## config.mk

```make
export PLATFORM = sky130hd
export DESIGN_NAME = adc_seq_ctrl
export DESIGN_NICKNAME = d
export VERILOG_FILES = /design/src/rtl/adc_seq_pkg.sv /design/src/rtl/adc_trig_front.sv /design/src/rtl/adc_seq_fsm.sv /design/src/rtl/adc_sar_core.sv /design/src/rtl/adc_seq_ctrl.sv
export SDC_FILE = /design/constraint.sdc
export NUM_CORES = 1
export LEC_CHECK = 0
export BUFFER_PORTS_ARGS = -buffer_cell sky130_fd_sc_hd__buf_2
export CAP_MARGIN = 10
export CORE_ASPECT_RATIO = 0.9
export CORE_MARGIN = 4
export CORE_UTILIZATION = 45
export DETAILED_ROUTE_END_ITERATION = 12
export GPL_TIMING_DRIVEN = 0
export PLACE_DENSITY = 0.68
export SYNTH_ARGS = -nofsm -noshare
export SYNTH_HDL_FRONTEND = slang
export SYNTH_HIERARCHICAL = 1
export SYNTH_SLANG_ARGS = --single-unit
```

## constraint.sdc

```tcl
create_clock -name clk -period 1.79 [get_ports clk]
set_input_delay 0.4475 -clock clk [delete_from_list [all_inputs] [get_ports clk]]
set_output_delay 0.4475 -clock clk [all_outputs]
set_load 0.02 [all_outputs]
```

## src/rtl/adc_seq_pkg.sv

```systemverilog
package adc_seq_pkg;

    localparam int N_TIMERS = 4;

    localparam logic [2:0] SRC_SW  = 3'b000;
    localparam logic [2:0] SRC_T0  = 3'b001;
    localparam logic [2:0] SRC_T2  = 3'b010;
    localparam logic [2:0] SRC_T1  = 3'b011;
    localparam logic [2:0] SRC_EXT = 3'b100;
    localparam logic [2:0] SRC_T3  = 3'b101;

    typedef enum logic [1:0] {
        SEQ_IDLE  = 2'd0,
        SEQ_TRACK = 2'd1,
        SEQ_CONV  = 2'd2
    } seq_state_e;

    typedef struct packed {
        logic start_int;   // selected internal source fired
        logic start_ext;   // synchronized rising edge on external pin, pin selected
        logic ext_sel;     // external pin is the selected source
        logic ext_lvl;     // synchronized pin level
    } trig_t;

    function automatic logic internal_hit(input logic [2:0] sel,
                                          input logic sw,
                                          input logic [N_TIMERS-1:0] tmr);
        logic hit;
        case (sel)
            SRC_SW:  hit = sw;
            SRC_T0:  hit = tmr[0];
            SRC_T1:  hit = tmr[1];
            SRC_T2:  hit = tmr[2];
            SRC_T3:  hit = tmr[3];
            default: hit = 1'b0;
        endcase
        return hit;
    endfunction

endpackage

```

## src/rtl/adc_trig_front.sv

```systemverilog
module adc_trig_front
    import adc_seq_pkg::*;
#(
    parameter int SYNC_STAGES = 2
) (
    input  logic                clk,
    input  logic                rst,
    input  logic [2:0]          trig_sel,
    input  logic                sw_start,
    input  logic [N_TIMERS-1:0] tmr_ovf,
    input  logic                ext_start,
    output trig_t               trig
);

    logic [SYNC_STAGES-1:0] sync_q;
    logic                   prev_q;
    logic                   lvl;

    generate
        if (SYNC_STAGES == 1) begin : g_one
            always_ff @(posedge clk) begin
                if (rst) sync_q <= '0;
                else     sync_q <= ext_start;
            end
        end else begin : g_chain
            always_ff @(posedge clk) begin
                if (rst) sync_q <= '0;
                else     sync_q <= {sync_q[SYNC_STAGES-2:0], ext_start};
            end
        end
    endgenerate

    assign lvl = sync_q[SYNC_STAGES-1];

    always_ff @(posedge clk) begin
        if (rst) prev_q <= 1'b0;
        else     prev_q <= lvl;
    end

    always_comb begin
        trig.ext_sel   = (trig_sel == SRC_EXT);
        trig.ext_lvl   = lvl;
        trig.start_ext = trig.ext_sel & lvl & ~prev_q;
        trig.start_int = internal_hit(trig_sel, sw_start, tmr_ovf);
    end

endmodule

```

## src/rtl/adc_seq_fsm.sv

```systemverilog
module adc_seq_fsm
    import adc_seq_pkg::*;
#(
    parameter int RES_BITS      = 10,
    parameter int LP_TRACK_CLKS = 3,
    localparam int STEP_W       = $clog2(RES_BITS + 1),
    localparam int TRK_W        = $clog2(LP_TRACK_CLKS + 1)
) (
    input  logic              clk,
    input  logic              rst,
    input  logic              sar_ce,
    input  logic              mode_lp,
    input  logic              sleep,
    input  trig_t             trig,
    output logic              busy,
    output logic              track,
    output logic              conv_active,
    output logic              step_en,
    output logic              last,
    output logic [STEP_W-1:0] step
);

    localparam logic [STEP_W-1:0] STEP_LAST = STEP_W'(RES_BITS);
    localparam logic [TRK_W-1:0]  TRK_LAST  = TRK_W'(LP_TRACK_CLKS - 1);

    seq_state_e        st_q;
    logic [STEP_W-1:0] step_q;
    logic [TRK_W-1:0]  trk_q;
    logic              track_raw;

    always_ff @(posedge clk) begin
        if (rst) begin
            st_q   <= SEQ_IDLE;
            step_q <= '0;
            trk_q  <= '0;
        end else begin
            case (st_q)
                SEQ_IDLE: begin
                    step_q <= '0;
                    trk_q  <= '0;
                    if (!sleep) begin
                        if (trig.start_ext)      st_q <= SEQ_CONV;
                        else if (trig.start_int) st_q <= mode_lp ? SEQ_TRACK : SEQ_CONV;
                    end
                end
                SEQ_TRACK: begin
                    if (sar_ce) begin
                        if (trk_q == TRK_LAST) st_q  <= SEQ_CONV;
                        else                   trk_q <= trk_q + 1'b1;
                    end
                end
                SEQ_CONV: begin
                    if (sar_ce) begin
                        if (step_q == STEP_LAST) st_q   <= SEQ_IDLE;
                        else                     step_q <= step_q + 1'b1;
                    end
                end
                default: st_q <= SEQ_IDLE;
            endcase
        end
    end

    always_comb begin
        case (st_q)
            SEQ_IDLE:  track_raw = mode_lp ? (trig.ext_sel & ~trig.ext_lvl) : 1'b1;
            SEQ_TRACK: track_raw = 1'b1;
            default:   track_raw = 1'b0;
        endcase
    end

    assign track       = track_raw & ~sleep;
    assign busy        = (st_q != SEQ_IDLE);
    assign conv_active = (st_q == SEQ_CONV);
    assign step_en     = conv_active & sar_ce;
    assign last        = (step_q == STEP_LAST);
    assign step        = step_q;

endmodule

```

## src/rtl/adc_sar_core.sv

```systemverilog
module adc_sar_core #(
    parameter int RES_BITS = 10,
    localparam int STEP_W  = $clog2(RES_BITS + 1)
) (
    input  logic                clk,
    input  logic                rst,
    input  logic                conv_active,
    input  logic                step_en,
    input  logic                last,
    input  logic [STEP_W-1:0]   step,
    input  logic                cmp_in,
    output logic [RES_BITS-1:0] dac_code,
    output logic [RES_BITS-1:0] result,
    output logic                done
);

    localparam logic [RES_BITS-1:0] ONE = RES_BITS'(1);

    logic [RES_BITS-1:0] acc_q;
    logic [RES_BITS-1:0] res_q;
    logic [RES_BITS-1:0] trial;
    logic                done_q;

    always_comb begin
        trial = acc_q;
        if (conv_active && !last)
            trial = acc_q | (ONE << (RES_BITS - 1 - int'(step)));
    end

    always_ff @(posedge clk) begin
        if (rst) begin
            acc_q  <= '0;
            res_q  <= '0;
            done_q <= 1'b0;
        end else begin
            done_q <= 1'b0;
            if (!conv_active) begin
                acc_q <= '0;
            end else if (step_en) begin
                if (last) begin
                    res_q  <= acc_q;
                    done_q <= 1'b1;
                end else if (cmp_in) begin
                    acc_q <= trial;
                end
            end
        end
    end

    assign dac_code = trial;
    assign result   = res_q;
    assign done     = done_q;

endmodule

```

## src/rtl/adc_seq_ctrl.sv

```systemverilog
module adc_seq_ctrl
    import adc_seq_pkg::*;
#(
    parameter int RES_BITS      = 10,
    parameter int LP_TRACK_CLKS = 3,
    parameter int SYNC_STAGES   = 2
) (
    input  logic                clk,
    input  logic                rst,
    input  logic                sar_ce,
    input  logic                mode_lp,
    input  logic [2:0]          trig_sel,
    input  logic                sw_start,
    input  logic [N_TIMERS-1:0] tmr_ovf,
    input  logic                ext_start,
    input  logic                sleep,
    input  logic                cmp_in,
    output logic                track,
    output logic                busy,
    output logic                done,
    output logic [RES_BITS-1:0] result,
    output logic [RES_BITS-1:0] dac_code
);

    localparam int STEP_W = $clog2(RES_BITS + 1);

    trig_t             trig;
    logic              conv_active;
    logic              step_en;
    logic              last;
    logic [STEP_W-1:0] step;

    adc_trig_front #(
        .SYNC_STAGES (SYNC_STAGES)
    ) u_front (
        .clk       (clk),
        .rst       (rst),
        .trig_sel  (trig_sel),
        .sw_start  (sw_start),
        .tmr_ovf   (tmr_ovf),
        .ext_start (ext_start),
        .trig      (trig)
    );

    adc_seq_fsm #(
        .RES_BITS      (RES_BITS),
        .LP_TRACK_CLKS (LP_TRACK_CLKS)
    ) u_fsm (
        .clk         (clk),
        .rst         (rst),
        .sar_ce      (sar_ce),
        .mode_lp     (mode_lp),
        .sleep       (sleep),
        .trig        (trig),
        .busy        (busy),
        .track       (track),
        .conv_active (conv_active),
        .step_en     (step_en),
        .last        (last),
        .step        (step)
    );

    adc_sar_core #(
        .RES_BITS (RES_BITS)
    ) u_sar (
        .clk         (clk),
        .rst         (rst),
        .conv_active (conv_active),
        .step_en     (step_en),
        .last        (last),
        .step        (step),
        .cmp_in      (cmp_in),
        .dac_code    (dac_code),
        .result      (result),
        .done        (done)
    );

endmodule

```

### Word level (Yosys, flattened, before mapping)

Cells that the tools add are included.
W data, S select, Z words.

| operators by class | value |
|---|---|
| equal/unequal tests | 17 |
| bitwise operators | 12 |
| multiplexer cells | 20 |
| div/mod/pow operators | 0 |
| order comparisons | 0 |
| multipliers | 0 |
| add/subtract/negate cells | 3 |
| shift operators | 1 |
| reduce and logical (&&, ||, !) cells | 14 |

Operators with widths:

| operator | count |
|---|---|
| $shl A1 B32 Y10 const A | 1 |
| $mux W2 | 10 |
| $reduce_and A3 Y1 | 4 |
| $mux W10 | 1 |
| $ne A2 B2 Y1 const B | 5 |
| $or A10 B10 Y10 | 1 |
| $mux W4 | 2 |
| $pmux W4 S2 | 1 |
| $eq A3 B2 Y1 const B | 2 |
| $eq A3 B3 Y1 const B | 2 |
| $not A1 Y1 | 6 |
| $pmux W2 S3 | 1 |
| $reduce_and A6 Y1 | 1 |
| $reduce_bool A2 Y1 | 3 |
| $and A1 B1 Y1 | 5 |
| $pmux W1 S5 | 1 |
| $sub A4 B4 Y5 const A | 1 |
| $add A4 B1 Y4 const B | 1 |
| $eq A2 B2 Y1 const B | 2 |
| $eq A4 B4 Y1 const B | 1 |
| $ne A2 B1 Y1 const B | 2 |
| $pmux W2 S2 | 1 |
| $eq A3 B1 Y1 const B | 1 |
| $logic_not A3 Y1 | 1 |
| other kinds (10) | 11 |

| storage, ports and cells | value |
|---|---|
| memory bits (writable) | 0 |
| output and inout bits | 23 |
| latch bits | 0 |
| ROM bits | 0 |
| register bits | 32 |
| memories | 0 |
| logic and storage cells | 75 |
| input port bits | 15 |

### Longest topological paths before layout

Gate-level depths: netlist (run 1).

| depth | value |
|---|---|
| depth in word-level cells | 6 |
| mapped depth | 8 |
| mapped depth without buffers | 7 |

### Modules after synthesis

The synthesis (run 1) kept the hierarchy.

Modules (own cells, without submodules):

| module | sequential area each (sq um) | instances | area each (sq um) | cells an instance |
|---|---|---|---|---|
| adc_sar_core | 420.4 | 1 | 977.2 | 112 |
| adc_seq_fsm | 160.2 | 1 | 531.8 | 69 |
| adc_trig_front | 60.1 | 1 | 172.7 | 16 |

### Worst setup path before layout (run 1)

No wires, ideal clock.

| path | value |
|---|---|
| path kind | reg2out |
| start point | register u_fsm.step_q[0], in the netlist u_fsm/step[0] |
| end point | output dac_code[5] |
| required time | 1.342 ns |
| data arrival time | 1.742 ns |
| stages on the path, launching flop included | 8 |
| path slack | -0.399 ns |
| path buffers | 0 |
| path through | dfxtp_1 > inv_1 > ha_1 > nand3b_1 > inv_1 > and2b_2 > nand4_4 > o21bai_1 |

| between the ends | value |
|---|---|
| cells in the longest elaborated chain, start to end | 4 |
| elaborated cells on any way between the ends | 7 |
| those cells by class | add/sub (1); eq/ne (1); shift (1); mux (1); bitwise (1); reduce/logical (2) |

Ends and longest elaborated chain:

| element | line | RTL |
|---|---|---|
| start, declared | adc_seq_fsm.sv:27 | `logic [STEP_W-1:0] step_q;` |
| start signal, assigned | adc_seq_fsm.sv:55 | `else step_q <= step_q + 1'b1;` |
| $eq A4 B4 Y1 | adc_seq_fsm.sv:75 | `assign last = (step_q == STEP_LAST);` |
| net last | adc_seq_ctrl.sv:30 | `logic last;` |
| $logic_not A1 Y1 | adc_sar_core.sv:26 | `if (conv_active && !last)` |
| $logic_and A1 B1 Y1 | adc_sar_core.sv:26 |  |
| $mux W10 | adc_sar_core.sv:26 |  |
| end, declared | adc_seq_ctrl.sv:22 | `output logic [RES_BITS-1:0] dac_code` |

The timed path passes the listed nets, and every way through them passes these cells.

### Worst setup path after layout (run 1)

| path | value |
|---|---|
| start point | register u_fsm.step_q[0], in the netlist u_fsm/step[0] |
| end point | output dac_code[4] |

Same word-level chain as after synthesis.

==> results of run 1 <==
-- final cells by class --
class / count / area share, %
multi-input cells: 147 / 48.43
repair buffers: 51 / 15.40
plain buffers: 10 / 2.524
well taps: 44 / 2.267
clock inverters: 1 / 0.2061
inverters: 8 / 1.340
clock buffers: 6 / 2.988
flip-flops and latches: 32 / 26.84
-- metal layers --
metal  vias to the layer above  wire (µm)
met2                        55       2290
met5                         -          0
met4                         0         31
li1                        808          -
met1                       783       1953
met3                         4        310
-- state kept, by name, indices dropped and copies added, names as in the netlist --
signal and cells:
u_sar/acc_q 10, u_sar/result 10, u_fsm/step 4, u_front/sync_q 2
u_fsm/st_q 2, u_fsm/trk_q 2, u_front/prev_q 1, u_sar/done 1
-- worst max path at each step --
stage	endpoint	slack, ns
detailed placement	dac_code[0]	-0.47
finish	dac_code[4]	-0.51
floorplan	dac_code[4]	-0.16
global route	dac_code[8]	-0.60
CTS	dac_code[8]	-0.53
global placement	dac_code[4]	-0.40
-- through the flow --
step / worst slack, ns / setup TNS [ns] / utilization (%) / hold slack, ns
after floorplan: -0.1559 / -1.345 / - / 0.4138
after global placement: -0.4017 / -4.003 / 59.78 / 0.4304
after detailed placement: -0.4683 / -5.474 / 59.78 / 0.4245
after CTS: -0.5280 / -4.946 / 66.47 / 0.3946
after global routing: -0.6044 / -6.329 / 69.82 / 0.4010
final: -0.5060 / -5.079 / 69.82 / 0.3928
-- cells in the final DEF (no fill, tap or decap), types with 4 or more instances in the layout --
cell type / instances
nand2_1: 41
buf_2: 29
dfxtp_1: 29
buf_6: 17
a21oi_1: 14
buf_4: 11
o21bai_4: 10
nand2b_1: 6
clkbuf_8: 5
nor2_1: 5
inv_1: 5
nand3_1: 5
a31oi_1: 5
nor2b_1: 4
nand4_1: 4
-- worst max-delay path: cells and delay by family, from the launching register on --
| kind | cells | cell delay, ns |
|---|---|---|
| compound gates | 1 | 0.21 |
| fa+ha+maj | 1 | 0.14 |
| buf+inv | 3 | 0.26 |
| flops | 1 | 0.36 |
| simple gates | 3 | 0.60 |
-- kinds of logic after synthesis --
kind of cell / share of synthesized area (%)
mux: 0.5953
fa+ha+maj: 2.976
compound gates: 21.50
flops: 38.09
simple gates: 29.32
buf+inv: 5.357
xor+xnor: 2.158
-- repair_timing --
action / CTS / global route
pin swaps: 7 / 8
resized for setup: 24 / 19
hold endpoints to repair: 0 / 0
setup endpoints to repair: 20 / 27
gates cloned: 0 / 0
buffers inserted: 9 / 5
-- power breakdown --
| part | internal [mW] | total [mW] | leakage, nW | switching (mW) |
|---|---|---|---|---|
| registers | 0.717 | 0.724 | 0.261 | 0.00718 |
| logic | 0.0947 | 0.217 | 0.649 | 0.122 |
| clock network | 0.264 | 0.504 | 0.0410 | 0.241 |
==> key figures, run 1 <==
Setup path
  • Worst-case reg-to-reg path depth: 10
  • Startpoint types: flop
  • Max stage delay on crit path: 0.36 ns
  • Worst-path cell chain: inv_4 > ha_4 > nand3b_1 > inv_2 > and2b_2 > nand4_4 > o21bai_4 > buf_6
  • Worst endpoint required time: 1.34 ns
  • Setup CP Type: reg2out
  • Crit path DAT: 1.85 ns
  • FF-to-FF End: u_sar/acc_q[8]
  • Worst R2R Setup Slack: -0.05 ns
  • Setup crit start: u_fsm/step[0]
  • Reg-to-reg critical path startpoint: u_fsm/step[0]
  • Cell at the slowest stage of the critical path: dfxtp_4
  • Crit path max fanout: 6
  • Worst Setup End Kind: primary output

Synth
  • Predominant post-synthesis flop cell: dfxtp_1
  • Mapped Cells: 197
  • Post-synth EDFFs: 0
  • Yosys top cell area share: 38.10%
  • Netlist cell types: 49
  • Mapped Area: 1682 µm²
  • Commonest cells post-synth: nand2_1, dfxtp_1, a21oi_1
  • Register area share after synthesis: 38.10%
  • Top post-synthesis cells by area: dfxtp_1, nand2_1, o21bai_1, a21oi_1, o31ai_1
  • Synth area leader: dfxtp_1
  • Most common cell in the netlist: nand2_1
  • Synth Net Count: 216
  • Post-synth ARST share: 0%
  • Mapped Avg Cell Area: 8.536 µm²
  • #FFs+latches synth: 32
  • Yosys warnings: 6

Timing
  • Final Max Slew Viols: 0
  • Worst setup margin: -0.5060 ns
  • Clock Skew: 0.006473 ns
  • Tightest Pin Transition: 0.4703 ns
  • Rel. slew slack: 68.65%
  • RSZ-0062 raised after global routing: true
  • Min Clock Period, post-route: 2.296 ns
  • # setup viols final: 15
  • Max frequency: 435.6 MHz
  • Final hold vios: 0
  • Period Utilization, post-route: 128.3%

Cells and area
  • Share of cells above drive strength 1: 40.78%
  • Multi-input gate area: 1176 µm²
  • FF+latch area: 651.9 µm²
  • Layout Nets: 274
  • Area grow syn2layout: 44.42%
  • Fillers: 277
  • Design Area, Final: 2429 µm²
  • Diodes inserted: 0
  • Finished Layout Cells: 299

Hold path
  • Min-delay src: ext_start
  • Hold path depth: 2
  • Worst Hold Class: in2reg
  • Hold Path End: u_front/sync_q[0]

Route
  • Wirelength, routed: 4586 µm
  • Via count: 1650
  • Antenna-violating nets left: 0
  • WL per Instance: 15.34 µm
  • DR vias/cell: 5.518
  • Residual DRC: 0
  • TritonRoute pass-1 iters: 4
  • First DRT Iteration DRCs: 115

Placed design
  • Placed cell count: 278
  • IO Port Bufs: 37
  • Area after DPL: 2079 µm²
  • DP HPWL: 3205 µm
  • Global placement routability congestion: 0.7473

Die
  • Die W: 72.44 µm
  • # IOs: 38
  • Core Area: 3478 µm²
  • Starting Density: 48.35%
  • DIE AREA: 4780 µm²
  • Die height: 66.00 µm
  • Cell row count: 20

Global route
  • Global route hottest layer: met2
  • Grt met1 use: 26.30%
  • Met2 usage in global routing: 34.32%
  • Vias in the first global route: 1653
  • Largest net degree at the start of global routing: 11
  • M3 GR Usage: 5.319%
  • Global-route usage over all layers: 20.49%
  • Global-route wire length before repair: 7652 µm
  • Initial antenna violation count: 0
  • Global route total overflow: 0

Clock network
  • Clock Tree Buf Depth: 2
  • Clock latency on the worst-skew pair: 0.28 ns
  • CTS Hold Bufs: 0
  • TritonCTS Buffers: 5
  • Num Clock Sinks: 32
  • CTS HTree Levels: 2
  • CTS tree: yes
  • Clock transition at path regs: 0.06 ns
  • Root Driver: clkbuf_8

Flow run
  • Max cap viols: 0

Outcome
  • Failing checks: setup timing
  • Status: finished with violations

Power and ir drop
  • Total power after layout: 1.445 mW
  • Max IR drop VDD: 0.4148 mV
  • P_leak: 0.9510 nW
  • PwrDens: 595.2 nW/µm²
Note: power is estimated with default switching activity, not from simulation.
==> run 2: changes to the inputs <==
--- a/config.mk
+++ b/config.mk
@@ -9,10 +9,10 @@
 export CAP_MARGIN = 10
 export CORE_ASPECT_RATIO = 0.9
 export CORE_MARGIN = 4
-export CORE_UTILIZATION = 45
+export CORE_UTILIZATION = 48
 export DETAILED_ROUTE_END_ITERATION = 12
 export GPL_TIMING_DRIVEN = 0
-export PLACE_DENSITY = 0.68
+export PLACE_DENSITY = 0.72
 export SYNTH_ARGS = -nofsm -noshare
 export SYNTH_HDL_FRONTEND = slang
 export SYNTH_HIERARCHICAL = 1
==> run 2 against run 1 <==
Compared with the run above: the flow still finishes with violations (setup timing); clock skew is 0.0032 ns lower; maximum frequency rose by 0.67%; sequential share of layout area fell by 0.055 points; clock power up 3%; critical path type unchanged; largest cell class unchanged.
==> key figures, run 2 (synthesis results as in run 1) <==
Cells and area
  • Diodes inserted: 0
  • Commonest non-fill, non-tap cell in the layout: nand2_1
  • FF+latch area: 651.9 µm²
  • Area grow syn2layout: 44.72%
  • Multi-input gate area: 1149 µm²
  • Share of cells above drive strength 1: 40.93%
  • Layout Nets: 278
  • Design Area, Final: 2434 µm²
  • Most frequent cells in the layout: nand2_1, buf_2, dfxtp_1
  • Finished Layout Cells: 303
  • Util after Layout: 72.04%
  • Fillers: 271

Timing
  • Period Utilization, post-route: 127.4%
  • Max frequency: 438.5 MHz
  • Final hold vios: 0
  • Tightest Pin Transition: 0.4897 ns
  • Rel. slew slack: 67.36%
  • # setup viols final: 13
  • Clock Skew: 0.003269 ns
  • Final Max Slew Viols: 0
  • RSZ-0062 raised after global routing: true
  • Worst setup margin: -0.4906 ns
  • Min Clock Period, post-route: 2.281 ns
  • Worst hold margin: 0.3803 ns

Clock network
  • Clock latency on the worst-skew pair: 0.28 ns
  • CTS tree: yes
  • TritonCTS Buffers: 5
  • Num Clock Sinks: 32
  • CTS HTree Levels: 2
  • Root Driver: clkbuf_8
  • Clock Tree Buf Depth: 2
  • CTS Hold Bufs: 0
  • Clock transition at path regs: 0.06 ns

Placed design
  • Area after DPL: 2079 µm²
  • Placed cell count: 278
  • IO Port Bufs: 37
  • Global placement routability congestion: 0.7442
  • DP HPWL: 2854 µm

Flow run
  • Max cap viols: 0

Setup path
  • Crit path max fanout: 6
  • Setup CP Type: reg2out
  • Worst endpoint required time: 1.34 ns
  • Max stage delay on crit path: 0.35 ns
  • Startpoint types: flop
  • Worst-path cell chain: inv_2 > ha_4 > nand3b_1 > inv_2 > and2b_2 > nand4_4 > o21bai_4 > buf_6
  • Cell at the slowest stage of the critical path: dfxtp_4
  • Crit path DAT: 1.83 ns
  • Worst Setup End Kind: primary output
  • Critical path's most frequent cell: inv_2

Route
  • Residual DRC: 0
  • Metal2 WL: 2182 µm
  • Via count: 1650
  • DR vias/cell: 5.446
  • Wirelength, routed: 4546 µm
  • Met1 Routed Length: 2031 µm
  • Metal3 WL: 290 µm
  • Antenna-violating nets left: 0
  • TritonRoute pass-1 iters: 4
  • Top sig layer: met4
  • WL per Instance: 15.00 µm
  • First DRT Iteration DRCs: 126

Power and ir drop
  • Int Pwr: 1.070 mW
  • PwrDens: 594.5 nW/µm²
  • Total power after layout: 1.447 mW
  • Max IR drop VDD: 0.8253 mV
  • Sw Pwr: 0.3765 mW
  • Reg power frac: 50.0%
  • P_leak: 0.9665 nW
  • Part of the power in combinational logic: 14.2%
  • Sw Ratio: 26.03%
  • Clock share of power: 35.8%

Outcome
  • Status: finished with violations
  • Failing checks: setup timing

Global route
  • Global route total overflow: 0
  • Largest net degree at the start of global routing: 11
  • Vias in the first global route: 1517
  • Initial antenna violation count: 0
  • Global-route wire length before repair: 7293 µm
  • Global-route usage over all layers: 19.95%

Die
  • Die W: 70.39 µm
  • Core Area: 3378 µm²
  • DIE AREA: 4516 µm²
  • Starting Density: 49.78%
  • # IOs: 38
  • Cell row count: 20
  • Die height: 64.15 µm

Hold path
  • Worst Hold Class: in2reg
[run 2: area by class of cell]
cell class                 count  share of cell area [%]
clock buffer                   6                   2.982
inverter                       8                   1.234
tap                           44                   2.262
clock inverter                 1                  0.2057
multi-input combinational    147                   47.20
buffer                        10                   2.519
timing repair buffer          55                   16.81
sequential                    32                   26.79
[run 2: final timing paths]
path	startpoint	endpoint	slack [ns]	depth (start not counted)
worst min-delay path	ext_start	u_front/sync_q[0]	0.38	2
worst max-delay path	u_fsm/step[0]	dac_code[7]	-0.49	8
worst max register to register	u_fsm/step[0]	u_sar/acc_q[7]	-0.06	9
worst min register to register	u_front/sync_q[0]	u_front/sync_q[1]	0.44	1
[run 2: what timing repair did]
item / in CTS / in global routing
gates resized for setup: 25 / 12
setup buffers: 12 / 6
endpoints found under the setup margin: 18 / 22
pin swaps: 4 / 5
[run 2: per-layer routing]
layer | vias to the layer above | track usage (%)
met5 | - | 0
met4 | 0 | 3.589
met2 | 44 | 31.78
li1 | 817 | -
met3 | 6 | 5.503
met1 | 783 | 27.26
[run 2: power by group through the flow]
stage / logic [mW] / registers, mW / clock network (mW)
after floorplan: 0.123 / 0.742 / 0
after global placement: 0.174 / 0.744 / 0
after detailed placement: 0.175 / 0.744 / 0
after CTS: 0.201 / 0.723 / 0.529
after global routing: 0.225 / 0.724 / 0.566
final: 0.206 / 0.723 / 0.517
[run 2: stage by stage]
step | TNS (ns) | setup WS [ns]
final | -4.632 | -0.4906
after global routing | -5.979 | -0.5723
after CTS | -4.296 | -0.4819
after detailed placement | -4.361 | -0.4181
after global placement | -4.375 | -0.4217
after floorplan | -1.345 | -0.1559
[run 2: critical path, delay by kind of cell (launching register included)]
family	cells	cell delay, ns
AO/OA/AOI/OAI	1	0.23
flip-flops	1	0.35
adder cells (fa/ha/maj)	1	0.14
AND/OR/NAND/NOR	3	0.58
buffers and inverters	3	0.26
